`src/rtl/evd_sequencer.sv`:
```
module evd_sequencer #(
  parameter int N   = 4,
  parameter int LAT = 16,
  parameter int AW  = 6
) (
  input  logic          clk,
  input  logic          rst_n,
  input  logic          load_en,
  input  logic          done_clr,
  output logic          in_bank,
  output logic          vec_mode,
  output logic          start,
  output logic [AW-1:0] rd_addr,
  output logic          wr_en,
  output logic [AW-1:0] wr_addr,
  output logic          out_bank,
  output logic          cordic_ce,
  output logic          dp_rst,
  output logic          busy,
  output logic          done
);
  localparam int CW = AW / 2;
  localparam int TW = (LAT > 2) ? $clog2(LAT) : 1;

  typedef enum logic [1:0] {S_IDLE, S_LOAD, S_CLR, S_RUN} st_t;
  st_t st, nx;

  logic [CW-1:0] row, col;
  logic [TW-1:0] tc;
  logic          op_last, row_last, pass_end, run;

  assign run      = (st == S_RUN);
  assign op_last  = (tc == TW'(LAT - 1));
  assign row_last = (col == CW'(N));
  assign pass_end = run && op_last && row_last && (row == CW'(N - 1));

  always_comb begin
    nx = st;
    case (st)
      S_IDLE: if (load_en) nx = S_LOAD;
      S_LOAD: if (!load_en) nx = S_CLR;
      S_CLR:  nx = S_RUN;
      S_RUN:  if (pass_end) nx = S_IDLE;
      default: nx = S_IDLE;
    endcase
  end

  always_ff @(posedge clk or negedge rst_n) begin
    if (!rst_n) begin
      st        <= S_IDLE;
      row       <= '0;
      col       <= '0;
      tc        <= '0;
      in_bank   <= 1'b0;
      out_bank  <= 1'b0;
      done      <= 1'b0;
      cordic_ce <= 1'b0;
    end else begin
      st        <= nx;
      cordic_ce <= (nx == S_CLR || nx == S_RUN) ? ~cordic_ce : 1'b0;
      if (st == S_LOAD && !load_en) in_bank <= ~in_bank;
      if (st == S_CLR) begin
        row <= '0;
        col <= '0;
        tc  <= '0;
      end else if (run) begin
        tc <= op_last ? '0 : tc + TW'(1);
        if (op_last) begin
          if (row_last) begin
            row <= row + CW'(1);
            col <= row + CW'(1);
          end else begin
            col <= col + CW'(1);
          end
        end
      end
      if (pass_end) begin
        done     <= 1'b1;
        out_bank <= ~out_bank;
      end else if (done_clr) begin
        done <= 1'b0;
      end
    end
  end

  assign busy     = (st == S_CLR) || run;
  assign dp_rst   = (st == S_CLR);
  assign start    = run && (tc == '0);
  assign vec_mode = run && (col == row);
  assign rd_addr  = run ? {row, col} : '0;
  assign wr_en    = run && op_last;
  assign wr_addr  = wr_en ? {row, col} : '0;
endmodule

```
`config.mk`:
```
export PLATFORM = sky130hd
export DESIGN_NAME = evd_sequencer
export DESIGN_NICKNAME = d
export VERILOG_FILES = /design/src/rtl/evd_sequencer.sv
export SDC_FILE = /design/constraint.sdc
export NUM_CORES = 1
export LEC_CHECK = 0
export ABC_AREA = 1
export BUFFER_PORTS_ARGS = -buffer_cell sky130_fd_sc_hd__buf_2
export CORE_ASPECT_RATIO = 1.4
export CORE_MARGIN = 2
export CORE_UTILIZATION = 51
export DETAILED_ROUTE_END_ITERATION = 16
export PLACE_DENSITY = 0.85
export SETUP_SLACK_MARGIN = 0.1
export SYNTH_ARGS = -nofsm -noshare
export SYNTH_HDL_FRONTEND = slang
export SYNTH_SLANG_ARGS = --single-unit
export TNS_END_PERCENT = 30
```
`constraint.sdc`:
```
create_clock -name clk -period 1.4 [get_ports clk]
set_input_delay 0.28 -clock clk [delete_from_list [all_inputs] [get_ports clk]]
set_output_delay 0.28 -clock clk [all_outputs]
set_load 0.03 [all_outputs]
```
==> results.md <==
* Final setup margin at -0.3451 ns
* Max Freq at 573.0 MHz
* Actual slew at the worst max-slew pin at about 0.36 ns
* Failing checks: negative setup slack
* Worst Path Required at ~1.1 ns
* Total track usage at 29.54%
* Port Buf Inserts at 24
* Iter 0 DRT Violations at 29
* Leakage power at 0.7612 nW
* Clock Tree Root: clkbuf_4
* RD Place Congestion at around 0.78
* HP Class: in2reg
* FFs w/ async S/R, synth at 100.0%
* Sink Count at 16
* # setup viols final at 23
* DP HPWL at approximately 1.7 mm
* Register area at between 400 and 500 µm²
* DRC at 0
* Pre-CTS WS at -0.03880 ns
* Initial core utilization at 54.22%
* Vias at 990
* Cell Pwr Density at 511.3 mW/mm²
* Clk slew on worst S/H paths at roughly 0.090 ns
* Yosys cell types at 25
* Clk_lat worst skew at roughly 0.31 ns
* Die Wd at 40.76 µm
* DP Area at between 0.001 and 0.0015 mm²
* IO Pins at 25
* Via/cell ratio at 5.500
* Final cycle utilization of the critical path at 124.6%
* Number of global-route vias before repair at 1039
* Crit path max fanout at 7
* Fin. Hold Viols at 0
* Max capacitance violation total at 0
* Design area at ~0.0016 mm²
* Worst-path cell chain: ha_4, nand3_4, nor2_8, inv_8, nor2_4, buf_6
* CTS max path bufs at 2
* Post-Route WL at 3.009 mm
* H-tree Lvls at 1
* Synthesized Nets at 124
* Reg2Reg Depth at 9
* CTS Buf Count at 3
* Setup crit end kind: output pin
* N_diodes at 0
* Final nets at 171
* Wire per inst at 16.72 µm
* Fin Setup TNS at -4.268 ns
* Synth warn at 0
* EDFF count, synth at 0
* Skew final at 0.006935 ns
* Core Footprint at 0.001779 mm²
* Area growth syn-to-layout at 62.13%
* Die Ht at 55.46 µm
* Post-Syn Area per Cell at roughly 8.5 µm²
* Synth Instances at around 110
* Post-route minimum period at roughly 1.7 ns
* Critical path class: reg2out
* Worst hold stages at 2
* Critical path startpoint category: flop
* Status: finished with violations
* Multi-input gate area at 616.8 µm²
* Pre-Repair DR Iteration Count at 4
* Initial antenna violation count at 0
* Slowest stage delay, CP at around 0.42 ns
* Critical path data arrival time at 1.47 ns
* First-pass GRT wire length at 4.540 mm
* Slew Viols, Final at 0
* Slowest library cell on the worst path: dfrtp_1
* Die Area at 0.002260 mm²
* Relative slew margins at 75.95%
* # fillers at 74
* Final ANT Viol Nets at 0
* TritonCTS clock tree: done
* Synth Register Bits at 16
* Overflow left after global routing at 0
* Mapped cell area at approximately 960 µm²
* Total power at 0.7996 mW
* Worst vdd ir at 0.7322 mV
* Fraction of layout cells with a size suffix above 1 at 56.88%
* Post-synthesis sequential area ratio at 41.50%
* RSZ-0062 raised after global routing: yes
* Largest net degree at the start of global routing at 17
* Row count at 18
* Prevailing post-synth register cell: dfrtp_1
## stage by stage
step                      util [%]  cells  hold slack, ns
after floorplan                  -    114        -0.01559
after global placement       70.82    169          0.2013
after detailed placement     70.82    169          0.2092
after CTS                    85.09    179          0.1466
after global routing         87.90    180          0.2381
final                        87.90    180          0.1791
## final timing paths
| check | endpoint | slack (ns) | from |
|---|---|---|---|
| hold reg to reg | cordic_ce | 0.42 | cordic_ce |
| hold / removal | done | 0.18 | done_clr |
| max in group asynchronous | col[2] | 0.72 | rst_n |
| setup reg to reg | row[1] | -0.17 | tc[1] |
| min in group asynchronous | tc[0] | 0.40 | rst_n |
| setup / recovery | wr_addr[0] | -0.35 | tc[1] |
## layer usage
layer	share of wire [%]	vias to the layer above	GRT usage (%)
li1	-	452	-
met1	33	482	29.37
met2	60	44	51.25
met3	3.7	12	6.024
met4	4.0	0	16.67
met5	0	-	0
## cells in the mapped netlist, types with 2 or more instances
master | number | share of area (%)
dfrtp_1 | 16 | 42
nand2_4 | 3 | 3.5
o211ai_1 | 2 | 1.6
nor2_1 | 15 | 5.8
o21ai_2 | 2 | 1.8
xor2_1 | 2 | 1.8
nand2_1 | 16 | 6.2
nand3_1 | 5 | 2.6
o21ai_1 | 6 | 3.1
nand2_2 | 3 | 1.9
xnor2_1 | 2 | 1.8
inv_1 | 16 | 6.2
a21oi_1 | 2 | 1.0
o21ai_0 | 5 | 2.6
ha_1 | 6 | 7.8
inv_2 | 4 | 1.6
## power breakdown
| part | leakage, nW | switching, mW | internal [mW] |
|---|---|---|---|
| logic | 0.543 | 0.0108 | 0.00497 |
| registers | 0.198 | 0.0000000000000000767 | 0.462 |
| clock network | 0.0210 | 0.163 | 0.159 |
## cells by family (layout without fill, tap and decap cells)
family                   after synthesis  after routing  synth area share [%]
adder cells (fa/ha/maj)                6              6                 7.782
buffers and inverters                 22             68                 9.338
XOR/XNOR                               5              5                 5.319
AND/OR/NAND/NOR                       47             47                 25.03
AO/OA/AOI/OAI                         18             18                 11.02
flip-flops                            16             16                 41.50
## sequential cells by signal, summed over array words and instances, names as in the netlist
name       cells
col            3
cordic_ce      1
tc             4
st             2
row            3
done           1
in_bank        1
out_bank       1
## cell type report
class	count	area share (%)
multi-input combinational	76	39.44
sequential	16	25.68
timing repair buffer	44	25.36
inverter	20	5.600
clock buffer	4	2.320
tap	20	1.600
## placed cells by master (no fill, tap or decap)
cell and n:
buf_6 19, dfrtp_1 15, buf_4 15, nand2_1 14, nor2_4 12, inv_1 9, inv_2 8, buf_2 8
o21ai_1 6, nand2_2 5, o21ai_0 5, nand3_1 4, ha_1 4, nand2_4 3, clkbuf_4 3, inv_4 2
nor2_2 2, o21ai_2 2, xor2_1 2, o211ai_1 2, a21oi_1 2, xnor2_1 2, ha_4 2, nand3_4 1
nor2_8 1, inv_8 1, nand3_2 1, nor3_2 1, a21oi_2 1, or2_0 1, nand4_1 1, nor2_1 1
xnor2_2 1, clkbuf_8 1, dfrtp_2 1, dlygate4sd3_1 1, buf_12 1
## worst max-delay path, delay by kind of cell, from the launching register on
kind	cells	cell delay, ns
adders and majority gates	1	0.17
buffers and inverters	2	0.22
DFF	1	0.42
and+or+nand+nor	3	0.35
## timing repair
item / CTS / global route
endpoints found under the setup margin: 25 / 29
endpoints found under the hold margin: 16 / 0
hold buffers: 1 / 0
pin swaps: 8 / 4
gates resized for setup: 56 / 12
buffers inserted: 5 / 1
Note: power is estimated with default switching activity, not from simulation.
